$ cat config.mk
export PLATFORM = sky130hd
export DESIGN_NAME = a429_rx_filter
export DESIGN_NICKNAME = d
export VERILOG_FILES = /design/src/rtl/a429_filt_pkg.sv /design/src/rtl/a429_label_table.sv /design/src/rtl/a429_word_gate.sv /design/src/rtl/a429_rx_fifo.sv /design/src/rtl/a429_rx_filter.sv
export SDC_FILE = /design/constraint.sdc
export NUM_CORES = 2
export LEC_CHECK = 0
export BUFFER_PORTS_ARGS = -buffer_cell sky130_fd_sc_hd__buf_2
export CORE_MARGIN = 1.5
export CORE_UTILIZATION = 63
export DETAILED_ROUTE_END_ITERATION = 6
export PLACE_DENSITY = 0.91
export SETUP_SLACK_MARGIN = 0.5
export SYNTH_ARGS = -nofsm -noshare
export SYNTH_HDL_FRONTEND = slang
export SYNTH_SLANG_ARGS = --single-unit
$ cat constraint.sdc
create_clock -name clk -period 4.2 [get_ports clk]
set_input_delay 0.21 -clock clk [delete_from_list [all_inputs] [get_ports clk]]
set_output_delay 0.21 -clock clk [all_outputs]
set_load 0.02 [all_outputs]
$ cat src/rtl/a429_filt_pkg.sv
package a429_filt_pkg;

  localparam int A_WORD_W = 32;
  localparam int A_LBL_W  = 8;
  localparam int A_SD9    = 8;   // ARINC bit 9
  localparam int A_SD10   = 9;   // ARINC bit 10

  // Label field: ARINC bits 1..8
  function automatic logic [A_LBL_W-1:0] f_label(input logic [A_WORD_W-1:0] w);
    return w[A_LBL_W-1:0];
  endfunction

  // Source/destination test; passes when disabled
  function automatic logic f_sd_ok(input logic [A_WORD_W-1:0] w,
                                   input logic en, input logic b9, input logic b10);
    return !en || ((w[A_SD9] == b9) && (w[A_SD10] == b10));
  endfunction

endpackage

$ cat src/rtl/a429_label_table.sv
module a429_label_table #(
  parameter int LBL_W = 8,
  parameter int LBL_N = 16
) (
  input  logic             clk,
  input  logic             rst_n,
  input  logic             access,
  input  logic             load,
  input  logic [LBL_W-1:0] wdata,
  input  logic             rd,
  output logic [LBL_W-1:0] rdata,
  input  logic [LBL_W-1:0] label_in,
  output logic             hit
);
  localparam int PW = (LBL_N > 1) ? $clog2(LBL_N) : 1;

  function automatic logic [PW-1:0] f_step(input logic [PW-1:0] p);
    return (p == PW'(LBL_N - 1)) ? '0 : p + 1'b1;
  endfunction

  logic [LBL_W-1:0] entry [LBL_N];
  logic [PW-1:0]    wptr, rptr;
  logic [LBL_N-1:0] match;

  always_ff @(posedge clk or negedge rst_n) begin
    if (!rst_n) begin
      wptr <= '0;
      rptr <= '0;
    end else if (!access) begin
      wptr <= '0;
      rptr <= '0;
    end else begin
      if (load) wptr <= f_step(wptr);
      if (rd)   rptr <= f_step(rptr);
    end
  end

  for (genvar i = 0; i < LBL_N; i++) begin : g_ent
    always_ff @(posedge clk or negedge rst_n) begin
      if (!rst_n)
        entry[i] <= '0;
      else if (access && load && (wptr == PW'(i)))
        entry[i] <= wdata;
    end
    assign match[i] = (entry[i] == label_in);
  end

  assign hit   = |match;
  assign rdata = entry[rptr];
endmodule

$ cat src/rtl/a429_word_gate.sv
module a429_word_gate
  import a429_filt_pkg::*;
(
  input  logic                valid,
  input  logic [A_WORD_W-1:0] word,
  input  logic                sd_en,
  input  logic                sd9,
  input  logic                sd10,
  input  logic                lbl_en,
  input  logic                lbl_hit,
  output logic                sd_ok,
  output logic                lbl_ok,
  output logic                accept
);
  assign sd_ok  = f_sd_ok(word, sd_en, sd9, sd10);
  assign lbl_ok = !lbl_en || lbl_hit;
  assign accept = valid && sd_ok && lbl_ok;
endmodule

$ cat src/rtl/a429_rx_fifo.sv
module a429_rx_fifo #(
  parameter int W     = 32,
  parameter int DEPTH = 32
) (
  input  logic         clk,
  input  logic         rst_n,
  input  logic         push,
  input  logic [W-1:0] wdata,
  input  logic         pop,
  output logic [W-1:0] rdata,
  output logic         push_ok,
  output logic         pop_ok,
  output logic         not_empty,
  output logic         half,
  output logic         full
);
  localparam int AW   = (DEPTH > 1) ? $clog2(DEPTH) : 1;
  localparam int CW   = $clog2(DEPTH + 1);
  localparam int HALF = DEPTH / 2;

  function automatic logic [AW-1:0] f_adv(input logic [AW-1:0] p);
    return (p == AW'(DEPTH - 1)) ? '0 : p + 1'b1;
  endfunction

  logic [W-1:0]  mem [DEPTH];
  logic [AW-1:0] wp, rp;
  logic [CW-1:0] cnt;

  assign push_ok = push && (cnt != CW'(DEPTH));
  assign pop_ok  = pop && (cnt != '0);

  always_ff @(posedge clk or negedge rst_n) begin
    if (!rst_n) begin
      wp  <= '0;
      rp  <= '0;
      cnt <= '0;
    end else begin
      if (push_ok) wp <= f_adv(wp);
      if (pop_ok)  rp <= f_adv(rp);
      case ({push_ok, pop_ok})
        2'b10:   cnt <= cnt + 1'b1;
        2'b01:   cnt <= cnt - 1'b1;
        default: cnt <= cnt;
      endcase
    end
  end

  for (genvar i = 0; i < DEPTH; i++) begin : g_mem
    always_ff @(posedge clk or negedge rst_n) begin
      if (!rst_n)
        mem[i] <= '0;
      else if (push_ok && (wp == AW'(i)))
        mem[i] <= wdata;
    end
  end

  assign rdata     = mem[rp];
  assign not_empty = (cnt != '0);
  assign half      = (cnt >= CW'(HALF));
  assign full      = (cnt == CW'(DEPTH));
endmodule

$ cat src/rtl/a429_rx_filter.sv
module a429_rx_filter
  import a429_filt_pkg::*;
#(
  parameter int LBL_N = 16,
  parameter int DEPTH = 32
) (
  input  logic                clk,
  input  logic                rst_n,
  input  logic                word_valid,
  input  logic [A_WORD_W-1:0] word_in,
  input  logic                cfg_sd_en,
  input  logic                cfg_sd9,
  input  logic                cfg_sd10,
  input  logic                cfg_lbl_en,
  input  logic                cfg_tab_mode,
  input  logic                tab_load,
  input  logic [A_LBL_W-1:0]  tab_wdata,
  input  logic                tab_rd,
  output logic [A_LBL_W-1:0]  tab_rdata,
  input  logic                rx_pop,
  output logic [A_WORD_W-1:0] rx_data,
  output logic                rx_rdy,
  output logic                rx_rdy_n,
  output logic                rx_half,
  output logic                rx_half_n,
  output logic                rx_full,
  output logic                rx_full_n
);
  // Internal events, named for the checker
  logic lbl_hit, sd_ok, lbl_ok, word_accept, push_ok, pop_ok;

  a429_label_table #(.LBL_W(A_LBL_W), .LBL_N(LBL_N)) u_tab (
    .clk      (clk),
    .rst_n    (rst_n),
    .access   (cfg_tab_mode),
    .load     (tab_load),
    .wdata    (tab_wdata),
    .rd       (tab_rd),
    .rdata    (tab_rdata),
    .label_in (f_label(word_in)),
    .hit      (lbl_hit)
  );

  a429_word_gate u_gate (
    .valid   (word_valid),
    .word    (word_in),
    .sd_en   (cfg_sd_en),
    .sd9     (cfg_sd9),
    .sd10    (cfg_sd10),
    .lbl_en  (cfg_lbl_en),
    .lbl_hit (lbl_hit),
    .sd_ok   (sd_ok),
    .lbl_ok  (lbl_ok),
    .accept  (word_accept)
  );

  a429_rx_fifo #(.W(A_WORD_W), .DEPTH(DEPTH)) u_fifo (
    .clk       (clk),
    .rst_n     (rst_n),
    .push      (word_accept),
    .wdata     (word_in),
    .pop       (rx_pop),
    .rdata     (rx_data),
    .push_ok   (push_ok),
    .pop_ok    (pop_ok),
    .not_empty (rx_rdy),
    .half      (rx_half),
    .full      (rx_full)
  );

  assign rx_rdy_n  = !rx_rdy;
  assign rx_half_n = !rx_half;
  assign rx_full_n = !rx_full;
endmodule

== Word level (Yosys, flattened, before mapping) ==
Cells that the tools add are included.
Widths: inputs -> output; s select.

* Mux-type cells: 15
* $lt $le $gt $ge: 3
* Equal/unequal tests: 72
* Bitwise logic cells: 2
* Reductions and logical operators: 66
* $add $sub $neg: 6

{| class="wikitable"
|+ Operators with widths
! kind !! number
|-
| $bmux 32 s5 || 1
|-
| $eq 8x8->1 || 16
|-
| $eq 5x5->1 const B || 17
|-
| $mux 32 || 2
|-
| $logic_and 1x1->1 || 54
|-
| $eq 5x4->1 const B || 8
|-
| $eq 4x4->1 const B || 9
|-
| $bmux 8 s4 || 1
|-
| $mux 4 || 6
|-
| $eq 5x3->1 const B || 4
|-
| $eq 4x3->1 const B || 4
|-
| $mux 8 || 2
|-
| $reduce_or 16->1 || 1
|-
| $pmux 6 s2 || 1
|-
| $add 5x1->5 const B || 2
|-
| $eq 5x2->1 const B || 2
|-
| $mux 5 || 2
|-
| $add 4x1->4 const B || 2
|-
| $eq 4x2->1 const B || 2
|-
| $add 6x1->6 const B || 1
|-
| $eq 6x6->1 const B || 1
|-
| $ge 6x5->1 const B || 1
|-
| $ge 6x6->1 const B || 1
|-
| $ne 6x6->1 const B || 1
|-
| 16 further kinds || 23
|}

* Logic and storage cells: 217
* Bits of input ports: 51
* Bits in registers: 1,176

== Logic depth before layout (Yosys ltp) ==
* Word-level depth: 8
* Gate-level depth with buffers: 18

== Hierarchy ==
A second synthesis with hierarchy kept.

* Cells, all modules: 3,633
* Area, all modules: 55,022.8 um2

{| class="wikitable"
|+ By module, submodules not included
! module !! cells an instance !! instances !! area each (um2)
|-
| a429_rx_fifo || 3,042 || 1 || 47,215.3
|-
| a429_label_table || 583 || 1 || 7,757.4
|-
| a429_word_gate || 5 || 1 || 38.8
|-
| a429_rx_filter || 3 || 1 || 11.3
|}

== Worst setup path after synthesis ==
OpenSTA, ideal clock, no wires.

* Kind: reg2reg
* Start: register u_fifo.cnt[1]
* End: register u_fifo.cnt[4]
* Clock period less this slack: 3.625 ns
* Setup time: 0.126 ns
* Path buffers: 3
* Arrival: 3.499 ns
* Stages on the path, launching flop included: 17
* Setup slack: 0.575 ns
* Required time: 4.074 ns
* Cells stage by stage: dfrtp_1 clkbuf_1 nor4_1 nand3b_1 nand3_1 buf_1 a21oi_1 inv_1 ha_1 clkbuf_1 xor2_1 ha_1 a211oi_1 a21oi_1 a22oi_1 nor2_1 xor2_1

* Longest elaborated chain between the ends: 4

{| class="wikitable"
|+ RTL lines
! item !! line !! source
|-
| from (decl) || a429_rx_fifo.sv:27 || <nowiki>logic [CW-1:0] cnt;</nowiki>
|-
| from (signal assigned) || a429_rx_fifo.sv:41 || <nowiki>2'b10: cnt <= cnt + 1'b1;</nowiki>
|-
| from (signal assigned) || a429_rx_fifo.sv:42 || <nowiki>2'b01: cnt <= cnt - 1'b1;</nowiki>
|-
| from (signal assigned) || a429_rx_fifo.sv:43 || <nowiki>default: cnt <= cnt;</nowiki>
|-
| branches (longest 4 deep; another with $sub 6x1->6) || - ||
|}

Parallel ways; which one is timed is not known.
A chain may end at the register's enable or synchronous reset.

== Worst setup path after layout ==
* Start: register u_fifo.rp[1]
* End: output rx_data[27]

* Longest elaborated chain between the ends: 4

{| class="wikitable"
|+ RTL lines
! item !! line !! source
|-
| from (decl) || a429_rx_fifo.sv:26 || <nowiki>logic [AW-1:0] wp, rp;</nowiki>
|-
| from (signal assigned) || a429_rx_fifo.sv:39 || <nowiki>if (pop_ok) rp <= f_adv(rp);</nowiki>
|-
| $not 5->6 (not written as such) || a429_rx_fifo.sv:57 || <nowiki>assign rdata = mem[rp];</nowiki>
|-
| $bmux 32 s5 || a429_rx_fifo.sv:57 ||
|-
| $mux 32 (not written as such) (2 in a row) || a429_rx_fifo.sv:57 ||
|-
| to (decl) || a429_rx_filter.sv:21 || <nowiki>output logic [A_WORD_W-1:0] rx_data,</nowiki>
|}

Every way passes these cells. The select of a mux whose other input is x is not followed.

==> results.md <==
- Result of the run: finished, final reports clean
- Layout overhead on the synthesized area: 11.9%
- Worst Path Required: 3990 ps
- Number of nets still failing antenna checks after routing: 0
- Launching element type of the critical path: flip-flop
- Site Rows: 108
- Placement Cell Area: 57700 um2
- CTS clk-pin slew, worst paths: 70 ps
- Worst slew margin relative to its limit: 32.2%
- Detailed-placement wirelength estimate: 82000 um
- Post-synthesis average cell area: 15.9 um2
- Die W: 299 um
- Routed len/inst: 30.3 um
- Starting utilization of the core area: 63.7%
- TritonCTS sink count: 1176
- Root buffer cell: sky130_fd_sc_hd__clkbuf_16
- Clock Skew: 65.6 ps
- Crit path arrival time: 3440 ps
- Pre-CTS WS: 553 ps
- Worst R2R Path Depth: 15
- Power dissipated by switching net loads: 10700 uW
- Part of the power in the clock network: 30.0%
- Violation count after the first detailed-routing iteration: 3339
- Wire length of the first global-routing pass: 222000 um
- Top-level I/O count: 97
- Sequential cell area: 29400 um2
- Async S/R FF share, synth: 100%
- Peak-usage layer in the global routing report: met2
- Top achievable clock speed: 274 MHz
- Via count: 32800
- Maximum number of buffers from clock root to sink: 3
- Launch instance of the worst register-to-register path: u_tab.entry[110]
- Worst-case hold path end point: u_tab.entry[110]
- Kind of end point of the critical path: output port
- Register share of total power: 44.1%
- Chip Height: 299 um
- Top_reg_cell synth: sky130_fd_sc_hd__dfrtp_1
- Number of global-route vias before repair: 35700
- Slew @ Worst Pin: 1010 ps
- Unrepaired setup endpoints after global routing: no
- Number of register bits inferred by synthesis: 1176
- Area of the mapped netlist: 55200 um2
- Fin. Hold Viols: 0
- Number of clock buffers inserted by TritonCTS: 112
- Count of pins over their slew limit: 0
- Fill cell total of the finished layout: 4956
- Total area of multi-input combinational cells: 24800 um2
- GRT met1 Usage: 43.9%
- Post-synth EDFFs: 0
- Number of iterations in the first detailed-routing pass: 5
- Internal Dissipation: 25400 uW
- Comb pwr share: 25.9%
- Gate count after technology mapping: 3482
- Area of the die: 89500 um2
- Pin count of the biggest net entering global routing: 117
- GR Layer Usage met2: 52.7%
- Worst Hold Class: input port to flip-flop
- Pleak: 0.0288 uW
- Switching share of power: 29.7%
- Final setup slack of the worst path: 555 ps
- Count of yosys warnings during synthesis: 0
- Drt via density: 6.89
- Setup-failing EPs final: 0
- Met3 track demand over resource in global routing: 6.56%
- Clock period minus final worst setup slack: 3650 ps
- Diodes inserted: 0
- Global placement routability congestion: 0.881
- VDD IR-drop max: 0.418 mV
- Total track usage: 32.8%
- Residual DRC count: 0
- Initial antenna violation count: 2
- Maximum capacitance violations: 0
- Count of unique library cells instantiated by Yosys: 45
- Setup Total Neg Slack: 0 ps
- Post-route cell area: 61800 um2
- Clock tree from TritonCTS: built
- Sum of overflow across all layers after global routing: 0
- Final layout net count: 3574
- R2R Setup Slk: 680 ps
- Critical-path maximum fanout: 34
- Total power per unit cell area: 584 nW/um2
- Worst Path Class, Setup: flip-flop to output port
- Maximum level of the CTS H-tree: 3
- Start point of the worst min-delay path: tab_wdata[6]
- WL final: 144000 um
- Number of buffers inserted by port buffering: 96
- Destination of the worst register-to-register timing path: u_fifo.cnt[4]
- Synthesized Nets: 3549
- Tcrit/Tclk final: 86.8%
- Portion of the post-synthesis area used by sequential elements: 53.3%
- Fraction of layout cells with a size suffix above 1: 53.8%
- Hold depth: 2
- Area of the core region: 86800 um2
- Clk_lat worst skew: 720 ps
==> cell type report <==
| cell class | count | area share [%] |
|---|---|---|
| inverter | 13 | 0.0789 |
| clock inverter | 44 | 1.01 |
| timing repair buffer | 237 | 3.45 |
| sequential | 1176 | 47.6 |
| clock buffer | 166 | 5.45 |
| tap | 1155 | 2.34 |
| multi-input combinational | 1967 | 40.0 |
==> synth_stat cells, types with 8 or more instances <==
library cell,n,area (um2)
sky130_fd_sc_hd__a221oi_1,8,70.1
sky130_fd_sc_hd__mux2_1,59,664
sky130_fd_sc_hd__mux2i_1,32,320
sky130_fd_sc_hd__a2111oi_2,24,360
sky130_fd_sc_hd__o21ai_0,27,135
sky130_fd_sc_hd__buf_2,104,521
sky130_fd_sc_hd__clkbuf_1,176,661
sky130_fd_sc_hd__nor2_1,17,63.8
sky130_fd_sc_hd__inv_1,13,48.8
sky130_fd_sc_hd__dfrtp_1,1176,29400
sky130_fd_sc_hd__mux4_2,336,7570
sky130_fd_sc_hd__buf_4,8,60.1
sky130_fd_sc_hd__a22oi_1,10,75.1
sky130_fd_sc_hd__mux2_2,1135,12800
sky130_fd_sc_hd__xnor2_1,61,534
sky130_fd_sc_hd__buf_1,38,143
sky130_fd_sc_hd__xor2_1,79,692
sky130_fd_sc_hd__nand4_1,15,93.8
sky130_fd_sc_hd__a21oi_1,17,85.1
sky130_fd_sc_hd__nor4_1,19,119
sky130_fd_sc_hd__ha_1,16,200
sky130_fd_sc_hd__nand2_1,55,206
==> cells by family after synthesis <==
logic type | after synthesis | share of synthesized area (%)
muxes | 1562 | 38.6
DFF | 1176 | 53.3
buffers and inverters | 339 | 2.59
and+or+nand+nor | 141 | 1.27
xor gates and xnor gates | 140 | 2.22
AOI/OAI and AO/OA | 108 | 1.65
adders and majority gates | 16 | 0.362
==> worst max-delay path, stage by stage (launching register included) <==
cell                      delay (ps)
sky130_fd_sc_hd__dfrtp_4         780
sky130_fd_sc_hd__buf_12          320
sky130_fd_sc_hd__buf_4           290
sky130_fd_sc_hd__mux4_2          350
sky130_fd_sc_hd__mux4_2          520
sky130_fd_sc_hd__mux2_2          310
sky130_fd_sc_hd__buf_2           170
==> metal layers <==
layer	up-vias	wire (um)
li1	13000	-
met1	17800	56500
met2	1609	70600
met3	405	11100
met4	2	6180
met5	-	11
==> power by group through the flow <==
stage	Combinational, uW	Sequential, uW	Clock [uW]
after detailed placement	9050	15900	0
after CTS	9300	15900	10900
after global placement	8720	15700	0
after floorplan	7000	15000	0
after global routing	9850	16200	11400
final	9340	15900	10800
==> metrics by stage <==
stage / utilization, % / hold WS, ps / total power (uW) / std cells
global route: 71.3 / 77.9 / 37400 / 4758
finish: 71.3 / 62.0 / 36100 / 4758
floorplan: - / -85.6 / 22000 / 3482
CTS: 71.2 / 28.8 / 36000 / 4754
detailed placement: 66.5 / 374 / 25000 / 4538
global placement: 66.5 / 368 / 24400 / 4538
==> cells in the final DEF (no fill, tap or decap), drive strengths merged, types with 20 or more instances in the layout <==
cell / synthesis / layout
mux2i: 32 / 32
xnor2: 61 / 61
clkinv: 0 / 29
a2111oi: 30 / 30
nand2: 55 / 55
mux4: 336 / 336
mux2: 1194 / 1194
buf: 150 / 232
clkbuf: 176 / 166
xor2: 79 / 79
nor4: 20 / 20
o21ai: 28 / 28
dfrtp: 1176 / 1176
==> worst max path at each step <==
stage	startpoint	slack (ps)	depth (start not counted)	endpoint
after detailed placement	word_in[1]	550	17	u_fifo.cnt[4]
final	u_fifo.rp[1]	550	6	rx_data[27]
after CTS	u_fifo.rp[0]	560	5	rx_data[3]
after global routing	u_fifo.rp[1]	510	6	rx_data[27]
after global placement	word_in[1]	720	17	u_fifo.cnt[4]
after floorplan	u_fifo.cnt[1]	580	16	u_fifo.cnt[4]
==> sequential cells by signal, indices dropped and copies added (netlist names) <==
signal / flops
u_fifo.mem: 1024
u_tab.entry: 128
u_tab.wptr: 4
u_fifo.wp: 5
u_tab.rptr: 4
u_fifo.cnt: 6
u_fifo.rp: 5
==> timing repair <==
action	4_1_cts	5_1_grt
hold buffers	5	0
setup buffers	1	4
gates resized for setup	3	2
endpoints found under the setup margin	15	2
cloned	0	0
pin swaps	0	0
endpoints found under the hold margin	93	0
Note: power is estimated with default switching activity, not from simulation.
